<file path="config.mk">
export PLATFORM = sky130hd
export DESIGN_NAME = flash_read_accel
export DESIGN_NICKNAME = d
export VERILOG_FILES = /design/src/rtl/fra_pkg.sv /design/src/rtl/fra_code_bufs.sv /design/src/rtl/fra_data_buf.sv /design/src/rtl/fra_line_engine.sv /design/src/rtl/flash_read_accel.sv
export SDC_FILE = /design/constraint.sdc
export NUM_CORES = 1
export LEC_CHECK = 0
export CELL_PAD_IN_SITES_DETAIL_PLACEMENT = 2
export CELL_PAD_IN_SITES_GLOBAL_PLACEMENT = 2
export CORE_MARGIN = 4
export CORE_UTILIZATION = 35
export DETAILED_ROUTE_END_ITERATION = 12
export GPL_ROUTABILITY_DRIVEN = 1
export HOLD_SLACK_MARGIN = 0.02
export PLACE_DENSITY_LB_ADDON = 0.1
export SYNTH_ARGS = -nofsm -noshare
export SYNTH_HDL_FRONTEND = slang
export SYNTH_SLANG_ARGS = --single-unit
</file>
<file path="constraint.sdc">
create_clock -name clk -period 17.7 [get_ports clk]
set_input_delay 2.655 -clock clk [delete_from_list [all_inputs] [get_ports clk]]
set_output_delay 2.655 -clock clk [all_outputs]
set_load 0.02 [all_outputs]
</file>
<file path="src/rtl/fra_pkg.sv">
package fra_pkg;
    localparam int ADDR_W     = 32;
    localparam int WORD_W     = 32;
    localparam int LINE_WORDS = 4;
    localparam int NBUF       = 2;
    localparam int FWS_W      = 2;
    localparam int LINE_W     = WORD_W * LINE_WORDS;
    localparam int WSEL_W     = $clog2(LINE_WORDS);
    localparam int BSEL_W     = $clog2(WORD_W / 8);
    localparam int OFS_W      = WSEL_W + BSEL_W;
    localparam int TAG_W      = ADDR_W - OFS_W;

    typedef logic [ADDR_W-1:0] addr_t;
    typedef logic [TAG_W-1:0]  tag_t;
    typedef logic [WORD_W-1:0] word_t;
    typedef logic [LINE_W-1:0] line_t;
    typedef logic [FWS_W-1:0]  ws_t;

    typedef enum logic {
        DEST_CODE = 1'b0,
        DEST_DATA = 1'b1
    } dest_e;

    typedef struct packed {
        dest_e dest;
        logic  buf_sel;
        tag_t  tag;
    } acc_t;

    typedef struct packed {
        logic  vld;
        tag_t  tag;
        line_t line;
    } lbuf_t;

    function automatic tag_t line_of(input addr_t a);
        return a[ADDR_W-1:OFS_W];
    endfunction

    function automatic logic [WSEL_W-1:0] word_of(input addr_t a);
        return a[OFS_W-1:BSEL_W];
    endfunction

    function automatic word_t pick_word(input line_t l, input logic [WSEL_W-1:0] s);
        return l[s*WORD_W +: WORD_W];
    endfunction
endpackage

</file>
<file path="src/rtl/fra_code_bufs.sv">
module fra_code_bufs
    import fra_pkg::*;
(
    input  logic  clk,
    input  logic  rst,
    input  logic  flush,
    input  tag_t  look_tag,
    input  logic  inv_en,
    input  logic  inv_sel,
    input  logic  wr_en,
    input  logic  wr_sel,
    input  tag_t  wr_tag,
    input  line_t wr_line,
    output logic  hit,
    output logic  hit_sel,
    output line_t rd_line,
    output logic  other_has_next,
    output logic [NBUF-1:0] vld,
    output tag_t  tag0,
    output tag_t  tag1
);
    lbuf_t ent [NBUF];
    logic [NBUF-1:0] hit_v;
    tag_t next_tag;
    logic other;

    always_ff @(posedge clk) begin
        for (int i = 0; i < NBUF; i++) begin
            if (rst || flush) begin
                ent[i].vld <= 1'b0;
            end else if (wr_en && int'(wr_sel) == i) begin
                ent[i].vld  <= 1'b1;
                ent[i].tag  <= wr_tag;
                ent[i].line <= wr_line;
            end else if (inv_en && int'(inv_sel) == i) begin
                ent[i].vld <= 1'b0;
            end
        end
    end

    for (genvar g = 0; g < NBUF; g++) begin : g_cmp
        assign hit_v[g] = ent[g].vld && (ent[g].tag == look_tag);
        assign vld[g]   = ent[g].vld;
    end

    assign hit            = |hit_v;
    assign hit_sel        = hit_v[1];
    assign rd_line        = ent[hit_sel].line;
    assign other          = ~hit_sel;
    assign next_tag       = tag_t'(look_tag + 1'b1);
    assign other_has_next = ent[other].vld && (ent[other].tag == next_tag);
    assign tag0           = ent[0].tag;
    assign tag1           = ent[1].tag;
endmodule

</file>
<file path="src/rtl/fra_data_buf.sv">
module fra_data_buf
    import fra_pkg::*;
(
    input  logic  clk,
    input  logic  rst,
    input  logic  flush,
    input  tag_t  look_tag,
    input  logic  inv_en,
    input  logic  wr_en,
    input  tag_t  wr_tag,
    input  line_t wr_line,
    output logic  hit,
    output line_t rd_line,
    output logic  vld,
    output tag_t  tag
);
    lbuf_t ent;

    always_ff @(posedge clk) begin
        if (rst || flush) begin
            ent.vld <= 1'b0;
        end else if (wr_en) begin
            ent.vld  <= 1'b1;
            ent.tag  <= wr_tag;
            ent.line <= wr_line;
        end else if (inv_en) begin
            ent.vld <= 1'b0;
        end
    end

    assign hit     = ent.vld && (ent.tag == look_tag);
    assign rd_line = ent.line;
    assign vld     = ent.vld;
    assign tag     = ent.tag;
endmodule

</file>
<file path="src/rtl/fra_line_engine.sv">
module fra_line_engine
    import fra_pkg::*;
(
    input  logic clk,
    input  logic rst,
    input  logic flush,
    input  ws_t  fws,
    input  logic start,
    input  acc_t start_acc,
    output acc_t act,
    output acc_t cur,
    output logic active,
    output logic done,
    output logic busy,
    output logic last
);
    acc_t q;
    logic busy_q;
    ws_t  cnt_q;
    ws_t  cnt_now;

    assign active  = start | busy_q;
    assign act     = start ? start_acc : q;
    assign cnt_now = start ? '0 : cnt_q;
    // the access ends in the cycle its count reaches the wait-state setting
    assign done    = active && !flush && (cnt_now == fws);
    assign busy    = busy_q;
    assign last    = busy_q && (cnt_q == fws);
    assign cur     = q;

    always_ff @(posedge clk) begin
        if (rst || flush) begin
            busy_q <= 1'b0;
            cnt_q  <= '0;
            q      <= '0;
        end else if (active && !done) begin
            busy_q <= 1'b1;
            cnt_q  <= ws_t'(cnt_now + 1'b1);
            q      <= act;
        end else begin
            busy_q <= 1'b0;
        end
    end
endmodule

</file>
<file path="src/rtl/flash_read_accel.sv">
module flash_read_accel
    import fra_pkg::*;
(
    input  logic         clk,
    input  logic         rst,
    input  logic         flush,
    input  logic [1:0]   fws,
    input  logic         req_valid,
    input  logic         req_is_data,
    input  logic [31:0]  req_addr,
    output logic         rsp_ready,
    output logic [31:0]  rsp_rdata,
    output logic         fl_req,
    output logic [27:0]  fl_addr,
    input  logic [127:0] fl_rdata
);
    tag_t  req_tag;
    logic [WSEL_W-1:0] req_word;
    dest_e req_kind;
    logic  code_req, data_req;

    logic  code_hit, code_hit_sel, other_has_next;
    line_t code_line, data_line;
    logic  data_hit;
    logic [NBUF-1:0] code_vld;
    tag_t  code_tag0, code_tag1, data_tag;
    logic  data_vld;

    logic  start;
    acc_t  start_acc;
    acc_t  eng_act, eng_cur;
    logic  eng_active, eng_done, eng_busy, eng_last;
    logic  fwd;
    logic  last_buf;

    logic  unused_lsb;
    assign unused_lsb = ^req_addr[BSEL_W-1:0];

    assign req_tag  = line_of(req_addr);
    assign req_word = word_of(req_addr);
    assign req_kind = req_is_data ? DEST_DATA : DEST_CODE;
    assign code_req = req_valid && !req_is_data && !flush;
    assign data_req = req_valid &&  req_is_data && !flush;

    // access launch: code miss (may cancel a code prefetch), data miss, or sequential prefetch
    always_comb begin
        start     = 1'b0;
        start_acc = '0;
        if (code_req && !code_hit &&
            (!eng_busy || (eng_cur.dest == DEST_CODE && eng_cur.tag != req_tag && !eng_last))) begin
            start             = 1'b1;
            start_acc.dest    = DEST_CODE;
            start_acc.buf_sel = ~last_buf;
            start_acc.tag     = req_tag;
        end else if (data_req && !data_hit && !eng_busy) begin
            start             = 1'b1;
            start_acc.dest    = DEST_DATA;
            start_acc.buf_sel = 1'b0;
            start_acc.tag     = req_tag;
        end else if (code_req && code_hit && !eng_busy && !other_has_next) begin
            start             = 1'b1;
            start_acc.dest    = DEST_CODE;
            start_acc.buf_sel = ~code_hit_sel;
            start_acc.tag     = tag_t'(req_tag + 1'b1);
        end
    end

    fra_line_engine u_eng (
        .clk       (clk),
        .rst       (rst),
        .flush     (flush),
        .fws       (fws),
        .start     (start),
        .start_acc (start_acc),
        .act       (eng_act),
        .cur       (eng_cur),
        .active    (eng_active),
        .done      (eng_done),
        .busy      (eng_busy),
        .last      (eng_last)
    );

    fra_code_bufs u_code (
        .clk            (clk),
        .rst            (rst),
        .flush          (flush),
        .look_tag       (req_tag),
        .inv_en         (start && start_acc.dest == DEST_CODE),
        .inv_sel        (start_acc.buf_sel),
        .wr_en          (eng_done && eng_act.dest == DEST_CODE),
        .wr_sel         (eng_act.buf_sel),
        .wr_tag         (eng_act.tag),
        .wr_line        (fl_rdata),
        .hit            (code_hit),
        .hit_sel        (code_hit_sel),
        .rd_line        (code_line),
        .other_has_next (other_has_next),
        .vld            (code_vld),
        .tag0           (code_tag0),
        .tag1           (code_tag1)
    );

    fra_data_buf u_data (
        .clk      (clk),
        .rst      (rst),
        .flush    (flush),
        .look_tag (req_tag),
        .inv_en   (start && start_acc.dest == DEST_DATA),
        .wr_en    (eng_done && eng_act.dest == DEST_DATA),
        .wr_tag   (eng_act.tag),
        .wr_line  (fl_rdata),
        .hit      (data_hit),
        .rd_line  (data_line),
        .vld      (data_vld),
        .tag      (data_tag)
    );

    // completing line goes straight to the requester when it is the one waited for
    assign fwd = eng_done && req_valid && (eng_act.dest == req_kind) && (eng_act.tag == req_tag);

    always_comb begin
        rsp_ready = fwd || (code_req && code_hit) || (data_req && data_hit);
        if (fwd)
            rsp_rdata = pick_word(fl_rdata, req_word);
        else if (req_is_data)
            rsp_rdata = pick_word(data_line, req_word);
        else
            rsp_rdata = pick_word(code_line, req_word);
    end

    always_ff @(posedge clk) begin
        if (rst) begin
            last_buf <= 1'b0;
        end else if (fwd && req_kind == DEST_CODE) begin
            last_buf <= eng_act.buf_sel;
        end else if (code_req && code_hit) begin
            last_buf <= code_hit_sel;
        end
    end

    assign fl_req  = eng_active;
    assign fl_addr = eng_act.tag;
endmodule

</file>
==> impl_results.html, run 1 <==
<table>
<tr><th>Metric</th><th>Value</th></tr>
<tr><th colspan="2">Run status</th></tr>
<tr><td>Status</td><td>finished clean</td></tr>
<tr><th colspan="2">Placement</th></tr>
<tr><td>Port Buffers</td><td>226</td></tr>
<tr><td>Pre-CTS setup slack</td><td>3360 ps</td></tr>
<tr><td>DPL Wire Length</td><td>57.9 mm</td></tr>
<tr><td>GP Congestion</td><td>0.915</td></tr>
<tr><th colspan="2">Worst hold path</th></tr>
<tr><td>End point of the worst hold path</td><td>u_eng.cur[25]</td></tr>
<tr><td>Hold path startpoint</td><td>u_eng.cur[25]</td></tr>
<tr><td>Path class of the lowest-slack min-delay path</td><td>flop to flop</td></tr>
<tr><td>Hold-critical path depth</td><td>2</td></tr>
<tr><th colspan="2">Die</th></tr>
<tr><td>Starting density of the core</td><td>35.4%</td></tr>
<tr><td>Die span in y</td><td>272 um</td></tr>
<tr><td>Core area</td><td>68800 um2</td></tr>
<tr><td>Num ports</td><td>229</td></tr>
<tr><td>Width of the die</td><td>272 um</td></tr>
<tr><td>Std cell rows</td><td>96</td></tr>
<tr><td>Area of the die</td><td>73800 um2</td></tr>
<tr><th colspan="2">Timing</th></tr>
<tr><td>Period Utilization, post-route</td><td>81.4%</td></tr>
<tr><td>Final period demand of the worst path</td><td>14420 ps</td></tr>
<tr><td>RSZ-0062 raised after global routing</td><td>no</td></tr>
<tr><td>Slew @ Worst Pin</td><td>1270 ps</td></tr>
<tr><td>Final total negative setup slack</td><td>0 ps</td></tr>
<tr><td>Worst path setup slack after routing</td><td>3280 ps</td></tr>
<tr><td>Worst Hold Margin</td><td>505 ps</td></tr>
<tr><td>Max Freq</td><td>69.4 MHz</td></tr>
<tr><td>Relative slew slack</td><td>14.9%</td></tr>
<tr><td>Pins over their slew limit</td><td>0</td></tr>
<tr><td>Count of final hold-check violations</td><td>0</td></tr>
<tr><td>Final number of setup-violating endpoints</td><td>0</td></tr>
<tr><td>Worst clock skew on the final layout</td><td>13.5 ps</td></tr>
<tr><th colspan="2">Detailed routing</th></tr>
<tr><td>Total DRC errors in the routed layout</td><td>0</td></tr>
<tr><td>Vias</td><td>18300</td></tr>
<tr><td>Total iterations of the first detailed-routing run</td><td>7</td></tr>
<tr><td>Mean routed wirelength per cell</td><td>26.9 um</td></tr>
<tr><td>Number of nets with antenna violations after routing</td><td>0</td></tr>
<tr><td>Via-to-Cell Ratio</td><td>5.56</td></tr>
<tr><td>Violation count after the first detailed-route iteration</td><td>1392</td></tr>
<tr><td>Final wirelength</td><td>88.8 mm</td></tr>
<tr><th colspan="2">Cells and area</th></tr>
<tr><td>Layout Area Growth over Synthesis</td><td>19.8%</td></tr>
<tr><td>Proportion of layout cells with a drive suffix above 1</td><td>6.93%</td></tr>
<tr><td>Fillcell total</td><td>7040</td></tr>
<tr><td>Number of nets in the layout</td><td>2485</td></tr>
<tr><td>Multi-input combinational cell area</td><td>8630 um2</td></tr>
<tr><td>Sequential cell area</td><td>14800 um2</td></tr>
<tr><th colspan="2">Worst setup path</th></tr>
<tr><td>Count of cells along the worst register-to-register path</td><td>13</td></tr>
<tr><td>CP delay by family, top</td><td>simple AND/OR/NAND/NOR gates</td></tr>
<tr><td>Buffers and inverters on the worst path</td><td>4</td></tr>
<tr><td>Top fanout value on the critical path</td><td>41</td></tr>
<tr><td>Worst flop-to-flop path endpoint</td><td>u_code.ent[0][106]</td></tr>
<tr><td>Worst setup SP type</td><td>primary input</td></tr>
<tr><td>Register-to-register path setup slack</td><td>9620 ps</td></tr>
<tr><td>CP startpoint</td><td>req_addr[7]</td></tr>
<tr><td>Critical-path top delay cell</td><td>sky130_fd_sc_hd__a2111oi_0</td></tr>
<tr><td>Critical path capture point type</td><td>output pin</td></tr>
<tr><td>Crit path arrival time</td><td>11760 ps</td></tr>
<tr><td>Crit Path Class</td><td>primary input to output pin</td></tr>
<tr><td>Required time of the worst setup path</td><td>15050 ps</td></tr>
<tr><td>Launch instance of the worst register-to-register path</td><td>u_code.ent[1][131]</td></tr>
<tr><td>Cells along the critical path</td><td>clkdlybuf4s50_1 -&gt; xor2_1 -&gt; nor4_1 -&gt; and4_1 -&gt; nand2_4 -&gt; a2111oi_0 -&gt; o22ai_1 -&gt; or4_4 -&gt; o41a_2 -&gt; buf_4 -&gt; mux2i_1 -&gt; o211ai_1 -&gt; o31a_1 -&gt; nor2b_4 -&gt; buf_4 -&gt; mux2i_1 -&gt; clkdlybuf4s50_1</td></tr>
<tr><td>Worst stage delay on the critical path</td><td>930 ps</td></tr>
<tr><th colspan="2">Synth</th></tr>
<tr><td>Share of flip-flops with an asynchronous set or reset after synthesis</td><td>0%</td></tr>
<tr><td>Portion of the post-synthesis area used by sequential elements</td><td>60.9%</td></tr>
<tr><td>Most common flop cell mapped by yosys</td><td>sky130_fd_sc_hd__edfxtp_1</td></tr>
<tr><td>Cell type with the highest aggregate area in the netlist</td><td>sky130_fd_sc_hd__edfxtp_1</td></tr>
<tr><td>Leading cell type by number of instances after synthesis</td><td>sky130_fd_sc_hd__edfxtp_1</td></tr>
<tr><td>Top-area cell type share of the netlist area</td><td>58.0%</td></tr>
<tr><td>Post-Synthesis Mean Instance Area</td><td>11.3 um2</td></tr>
<tr><td>Syn nets</td><td>2329</td></tr>
<tr><td>Post-synthesis cell area</td><td>24300 um2</td></tr>
<tr><td>Most frequent cells after synthesis</td><td>sky130_fd_sc_hd__edfxtp_1, sky130_fd_sc_hd__nand2_1, sky130_fd_sc_hd__nor2_1</td></tr>
<tr><td>Post-synthesis cell count</td><td>2161</td></tr>
<tr><td>Total of warnings raised by yosys</td><td>0</td></tr>
<tr><td>Area contributors post-synth</td><td>sky130_fd_sc_hd__edfxtp_1, sky130_fd_sc_hd__nand2_1, sky130_fd_sc_hd__mux2i_1</td></tr>
<tr><td>Count of different cell masters after synthesis</td><td>72</td></tr>
<tr><td>Seq cells post-synth</td><td>505</td></tr>
<tr><td>EDFF count, synth</td><td>470</td></tr>
<tr><th colspan="2">Global route</th></tr>
<tr><td>Number of antenna violations at the first check in global routing</td><td>6</td></tr>
<tr><td>Overall Global Routing Usage</td><td>23.4%</td></tr>
<tr><td>Largest net degree at the start of global routing</td><td>81</td></tr>
<tr><td>Number of global-route vias before repair</td><td>20200</td></tr>
<tr><td>Wire length of the first global-routing pass</td><td>130 mm</td></tr>
<tr><td>GR Overflow Total</td><td>0</td></tr>
<tr><th colspan="2">Run</th></tr>
<tr><td>Max-cap violation count</td><td>0</td></tr>
<tr><th colspan="2">Clock network</th></tr>
<tr><td>Clock latency on the worst-skew pair</td><td>620 ps</td></tr>
<tr><td>Hold Buf Count CTS</td><td>0</td></tr>
<tr><td>Setup repair bufs after CTS</td><td>0</td></tr>
<tr><td>H-tree lvl count</td><td>2</td></tr>
<tr><td>TritonCTS clock tree</td><td>yes</td></tr>
<tr><td>Clock-pin slew of the registers on the worst-case setup and hold paths</td><td>60 ps</td></tr>
<tr><td>Number of resized instances in the post-cts repair step</td><td>0</td></tr>
<tr><td>Cell chosen for the clock root</td><td>sky130_fd_sc_hd__clkbuf_16</td></tr>
<tr><td>Maximum clock insertion buffer count</td><td>3</td></tr>
<tr><td>Clock tree sinks</td><td>505</td></tr>
<tr><td>Total CTS buffers</td><td>58</td></tr>
<tr><th colspan="2">Power and ir drop</th></tr>
<tr><td>LEAKAGE</td><td>9.76 nW</td></tr>
<tr><td>Largest vdd supply drop</td><td>0.0796 mV</td></tr>
<tr><td>Clock Power Share</td><td>42.0%</td></tr>
<tr><td>Relative contribution of sequential cells to total power</td><td>47.9%</td></tr>
<tr><td>Comb pwr share</td><td>10.1%</td></tr>
<tr><td>Switching power</td><td>0.000674 W</td></tr>
<tr><td>Power density over cell area</td><td>94.1 nW/um2</td></tr>
<tr><td>Switch share</td><td>24.6%</td></tr>
<tr><td>Int Power</td><td>0.00207 W</td></tr>
</table>
-- tightest hold or removal path, delay by kind of cell (launching register included) --
family	cells	cell delay [ps]
flops	1	340
compound gates	1	50
simple gates	1	70
-- metal layers --
metal  routed length, um  up-vias  GRT usage [%]
li1                    -     8244              -
met1               38800     9545           30.5
met2               43800      411           40.7
met3                3680      130           3.12
met4                2540        2           7.20
met5                  11        -              0
-- kinds of logic (layout without fill, tap and decap cells) --
kind of cell | Yosys count | after routing | synth area share [%]
AOI/OAI and AO/OA | 469 | 469 | 11.9
DFF | 505 | 505 | 60.9
and+or+nand+nor | 710 | 710 | 13.0
other | 0 | 4 | 0
adders and majority gates | 1 | 1 | 0.0514
buffers and inverters | 209 | 413 | 3.96
xor gates and xnor gates | 153 | 153 | 5.51
muxes | 114 | 114 | 4.70
-- power by group through the flow --
stage	Clock [W]	Combinational, W	Sequential [W]
floorplan	0	0.000139	0.00134
global placement	0	0.000269	0.00134
detailed placement	0	0.000277	0.00134
CTS	0.00119	0.000279	0.00131
global route	0.00124	0.000297	0.00131
finish	0.00115	0.000277	0.00131
-- placed cells by master (no fill, tap or decap), types with 7 or more instances in the layout --
cell                              instances
sky130_fd_sc_hd__nor2_1                 157
sky130_fd_sc_hd__a31oi_1                 37
sky130_fd_sc_hd__clkdlybuf4s50_1        223
sky130_fd_sc_hd__mux2i_1                112
sky130_fd_sc_hd__nand3_1                 59
sky130_fd_sc_hd__nor3_1                  19
sky130_fd_sc_hd__xnor2_1                 96
sky130_fd_sc_hd__clkbuf_1                 7
sky130_fd_sc_hd__clkbuf_16               58
sky130_fd_sc_hd__inv_1                   30
sky130_fd_sc_hd__nor2b_1                 11
sky130_fd_sc_hd__o21ai_0                118
sky130_fd_sc_hd__a22oi_1                 36
sky130_fd_sc_hd__clkinv_1                20
sky130_fd_sc_hd__o22ai_1                  7
sky130_fd_sc_hd__nand4_1                 31
sky130_fd_sc_hd__a21oi_1                156
sky130_fd_sc_hd__dfxtp_1                 35
sky130_fd_sc_hd__nor4_1                  21
sky130_fd_sc_hd__a211oi_1                22
sky130_fd_sc_hd__edfxtp_1               470
sky130_fd_sc_hd__buf_4                   51
sky130_fd_sc_hd__clkinv_2                16
sky130_fd_sc_hd__nand2b_1                13
sky130_fd_sc_hd__xor2_1                  57
sky130_fd_sc_hd__nand2_1                340
sky130_fd_sc_hd__o221ai_1                36
sky130_fd_sc_hd__and3_1                  12
-- cell type report --
| cell class | count | share of cell area (%) |
|---|---|---|
| antenna | 4 | 0.0343 |
| clock buffer | 65 | 5.07 |
| clock inverter | 43 | 1.13 |
| inverter | 31 | 0.408 |
| multi-input combinational | 1447 | 29.6 |
| sequential | 505 | 50.8 |
| tap | 931 | 3.99 |
| timing repair buffer | 274 | 8.97 |
-- registers in the layout, summed over array words and instances, names as in the netlist --
register / count
u_eng.busy: 1
u_code.ent: 314
last_buf: 1
u_eng.cur: 30
u_eng.cnt_q: 2
u_data.tag: 28
u_data.rd_line: 128
u_data.vld: 1
-- worst max path at each step --
stage | endpoint | depth (start not counted) | slack [ps]
6_report | rsp_rdata[6] | 17 | 3280
3_5_place_dp | rsp_rdata[6] | 17 | 3360
2_1_floorplan | u_data.rd_line[0] | 17 | 4190
4_1_cts | rsp_rdata[6] | 17 | 3370
5_1_grt | rsp_rdata[6] | 17 | 2980
3_3_place_gp | rsp_rdata[6] | 17 | 3380
-- stage by stage --
| step | power, W | util, % | area, um2 | std cells |
|---|---|---|---|---|
| after detailed placement | 0.00162 | 39.7 | 27300 | 3188 |
| after floorplan | 0.00148 | - | 24300 | 2161 |
| final | 0.00274 | 42.4 | 29200 | 3300 |
| after global routing | 0.00285 | 42.4 | 29200 | 3299 |
| after CTS | 0.00278 | 42.4 | 29200 | 3296 |
| after global placement | 0.00161 | 39.7 | 27300 | 3188 |
Power figures use the tool's default switching activity.
==> run 2: changes to the inputs <==
Clock period 17.7 ns to 11.8 ns, I/O delays scaled along.
==> impl_results.html, run 2 (synthesis gave the netlist of run 1 again) <==
<table>
<tr><th>Metric</th><th>Value</th></tr>
<tr><th colspan="2">Run status</th></tr>
<tr><td>Status</td><td>finished clean</td></tr>
<tr><th colspan="2">Timing</th></tr>
<tr><td>Relative slew slack</td><td>27.1%</td></tr>
<tr><td>Worst clock skew on the final layout</td><td>23.7 ps</td></tr>
<tr><td>Pins over their slew limit</td><td>0</td></tr>
<tr><td>Slew @ Worst Pin</td><td>1080 ps</td></tr>
<tr><td>Max Freq</td><td>92.1 MHz</td></tr>
<tr><td>Final period demand of the worst path</td><td>10860 ps</td></tr>
<tr><td>Final number of setup-violating endpoints</td><td>0</td></tr>
<tr><td>RSZ-0062 raised after global routing</td><td>no</td></tr>
<tr><td>Final total negative setup slack</td><td>0 ps</td></tr>
<tr><td>Worst Hold Margin</td><td>491 ps</td></tr>
<tr><td>Count of final hold-check violations</td><td>0</td></tr>
<tr><td>Period Utilization, post-route</td><td>92.0%</td></tr>
<tr><th colspan="2">Detailed routing</th></tr>
<tr><td>Total DRC errors in the routed layout</td><td>0</td></tr>
<tr><td>Total iterations of the first detailed-routing run</td><td>5</td></tr>
<tr><td>Violation count after the first detailed-route iteration</td><td>1168</td></tr>
<tr><td>Number of nets with antenna violations after routing</td><td>0</td></tr>
<tr><td>Final wirelength</td><td>88.3 mm</td></tr>
<tr><td>Vias</td><td>18400</td></tr>
<tr><td>Mean routed wirelength per cell</td><td>26.5 um</td></tr>
<tr><td>Via-to-Cell Ratio</td><td>5.53</td></tr>
<tr><th colspan="2">Worst setup path</th></tr>
<tr><td>Crit Path Class</td><td>primary input to output pin</td></tr>
<tr><td>Critical path capture point type</td><td>output pin</td></tr>
<tr><td>Crit path arrival time</td><td>9090 ps</td></tr>
<tr><td>Required time of the worst setup path</td><td>10030 ps</td></tr>
<tr><td>Worst setup SP type</td><td>primary input</td></tr>
<tr><td>Top fanout value on the critical path</td><td>33</td></tr>
<tr><th colspan="2">Cells and area</th></tr>
<tr><td>Number of flip-flops in the largest register</td><td>314</td></tr>
<tr><td>Multi-input combinational cell area</td><td>8630 um2</td></tr>
<tr><td>Sequential cell area</td><td>14800 um2</td></tr>
<tr><td>Proportion of layout cells with a drive suffix above 1</td><td>8.38%</td></tr>
<tr><td>Fillcell total</td><td>6985</td></tr>
<tr><td>Number of nets in the layout</td><td>2520</td></tr>
<tr><td>Layout Area Growth over Synthesis</td><td>21.5%</td></tr>
<tr><td>Most flops, register</td><td>u_code.ent</td></tr>
<tr><td>Commonest cells after routing, fill and taps aside</td><td>sky130_fd_sc_hd__edfxtp_1, sky130_fd_sc_hd__nand2_1, sky130_fd_sc_hd__clkdlybuf4s50_1</td></tr>
<tr><td>Util after Layout</td><td>43.0%</td></tr>
<tr><td>Most frequent standard cell in the layout excluding fill and tap cells</td><td>sky130_fd_sc_hd__edfxtp_1</td></tr>
<tr><th colspan="2">Clock network</th></tr>
<tr><td>Clock latency on the worst-skew pair</td><td>620 ps</td></tr>
<tr><td>TritonCTS clock tree</td><td>yes</td></tr>
<tr><td>Setup repair bufs after CTS</td><td>0</td></tr>
<tr><td>Number of resized instances in the post-cts repair step</td><td>0</td></tr>
<tr><td>Clock tree sinks</td><td>505</td></tr>
<tr><td>Total CTS buffers</td><td>58</td></tr>
<tr><td>Maximum clock insertion buffer count</td><td>3</td></tr>
<tr><td>H-tree lvl count</td><td>2</td></tr>
<tr><td>Cell chosen for the clock root</td><td>sky130_fd_sc_hd__clkbuf_16</td></tr>
<tr><td>Clock-pin slew of the registers on the worst-case setup and hold paths</td><td>60 ps</td></tr>
<tr><td>Hold Buf Count CTS</td><td>0</td></tr>
<tr><th colspan="2">Placement</th></tr>
<tr><td>Port Buffers</td><td>226</td></tr>
<tr><td>DPL Wire Length</td><td>59.0 mm</td></tr>
<tr><td>GP Congestion</td><td>0.922</td></tr>
<tr><th colspan="2">Die</th></tr>
<tr><td>Num ports</td><td>229</td></tr>
<tr><td>Die span in y</td><td>272 um</td></tr>
<tr><td>Width of the die</td><td>272 um</td></tr>
<tr><td>Area of the die</td><td>73800 um2</td></tr>
<tr><td>Std cell rows</td><td>96</td></tr>
<tr><td>Core area</td><td>68800 um2</td></tr>
<tr><td>Starting density of the core</td><td>35.4%</td></tr>
<tr><th colspan="2">Global route</th></tr>
<tr><td>Overall Global Routing Usage</td><td>23.3%</td></tr>
<tr><td>Wire length of the first global-routing pass</td><td>131 mm</td></tr>
<tr><td>Number of global-route vias before repair</td><td>20300</td></tr>
<tr><td>Largest net degree at the start of global routing</td><td>119</td></tr>
<tr><td>Number of antenna violations at the first check in global routing</td><td>2</td></tr>
<tr><td>GR Overflow Total</td><td>0</td></tr>
<tr><th colspan="2">Worst hold path</th></tr>
<tr><td>Path class of the lowest-slack min-delay path</td><td>flop to flop</td></tr>
<tr><th colspan="2">Power and ir drop</th></tr>
<tr><td>Power density over cell area</td><td>142 nW/um2</td></tr>
<tr><td>LEAKAGE</td><td>9.97 nW</td></tr>
<tr><td>Largest vdd supply drop</td><td>0.114 mV</td></tr>
<tr><th colspan="2">Run</th></tr>
<tr><td>Max-cap violation count</td><td>0</td></tr>
</table>
==> run 2: cell count changes in the layout (fill, tap and decap cells not counted), sizes merged <==
cell | previous run | this run
buf | 51 | 86
clkbuf | 65 | 68
clkinv | 38 | 27
diode | 4 | 2
clkinvlp | 0 | 6
bufinv | 4 | 6
==> run 2: per-layer routing <==
layer	routed length (um)	vias up	track usage [%]	part of all wire (%)
li1	-	8314	-	-
met1	38300	9588	30.4	43
met2	43800	403	40.5	50
met3	3720	116	3.23	4.2
met4	2500	0	6.56	2.8
met5	0	-	0	0
==> run 2: final timing paths <==
path,from,to,slack [ps],depth (start not counted)
setup / recovery,req_addr[20],rsp_rdata[7],940,17
setup reg to reg,u_code.ent[1][130],u_code.ent[1][9],5010,16
hold / removal,u_eng.cur[25],u_eng.cur[25],490,2
hold reg to reg,u_eng.cur[25],u_eng.cur[25],490,2
==> run 2: layout make-up <==
type	instances	share of cell area, %
flip-flops and latches	505	50.1
multi-input cells	1447	29.2
repair buffers	309	9.94
clock buffers	68	5.18
well taps	931	3.94
clock inverters	40	1.27
inverters	31	0.402
diodes	2	0.0169
==> run 2: critical path, stage by stage <==
cell,delay (ps)
sky130_fd_sc_hd__clkdlybuf4s50_1,710
sky130_fd_sc_hd__xnor2_1,400
sky130_fd_sc_hd__nand4_1,290
sky130_fd_sc_hd__or4_1,810
sky130_fd_sc_hd__nor2_4,450
sky130_fd_sc_hd__buf_4,300
sky130_fd_sc_hd__mux2i_1,260
sky130_fd_sc_hd__o22ai_1,120
sky130_fd_sc_hd__a2111oi_0,450
sky130_fd_sc_hd__o211ai_1,250
sky130_fd_sc_hd__o41a_1,560
sky130_fd_sc_hd__a2111o_1,310
sky130_fd_sc_hd__a2111oi_1,700
sky130_fd_sc_hd__nor2b_4,290
sky130_fd_sc_hd__buf_12,320
sky130_fd_sc_hd__mux2i_1,360
sky130_fd_sc_hd__clkdlybuf4s50_1,670
==> run 2: where the power goes <==
group	total (W)	internal (W)	switching, W	leakage, nW
clock	0.00180	0.00106	0.000747	0.917
combinational	0.000423	0.000163	0.000260	4.51
sequential	0.00197	0.00197	0.00000586	4.54
total	0.00420	0.00318	0.00101	9.97
==> run 2: metrics by stage <==
stage	cells	cell area, um2	power (W)	setup slack (ps)
after floorplan	2161	24400	0.00222	1810
after global placement	3223	27700	0.00242	1110
after detailed placement	3223	27700	0.00243	1050
after CTS	3331	29600	0.00425	1100
after global routing	3332	29600	0.00435	675
final	3333	29600	0.00420	943
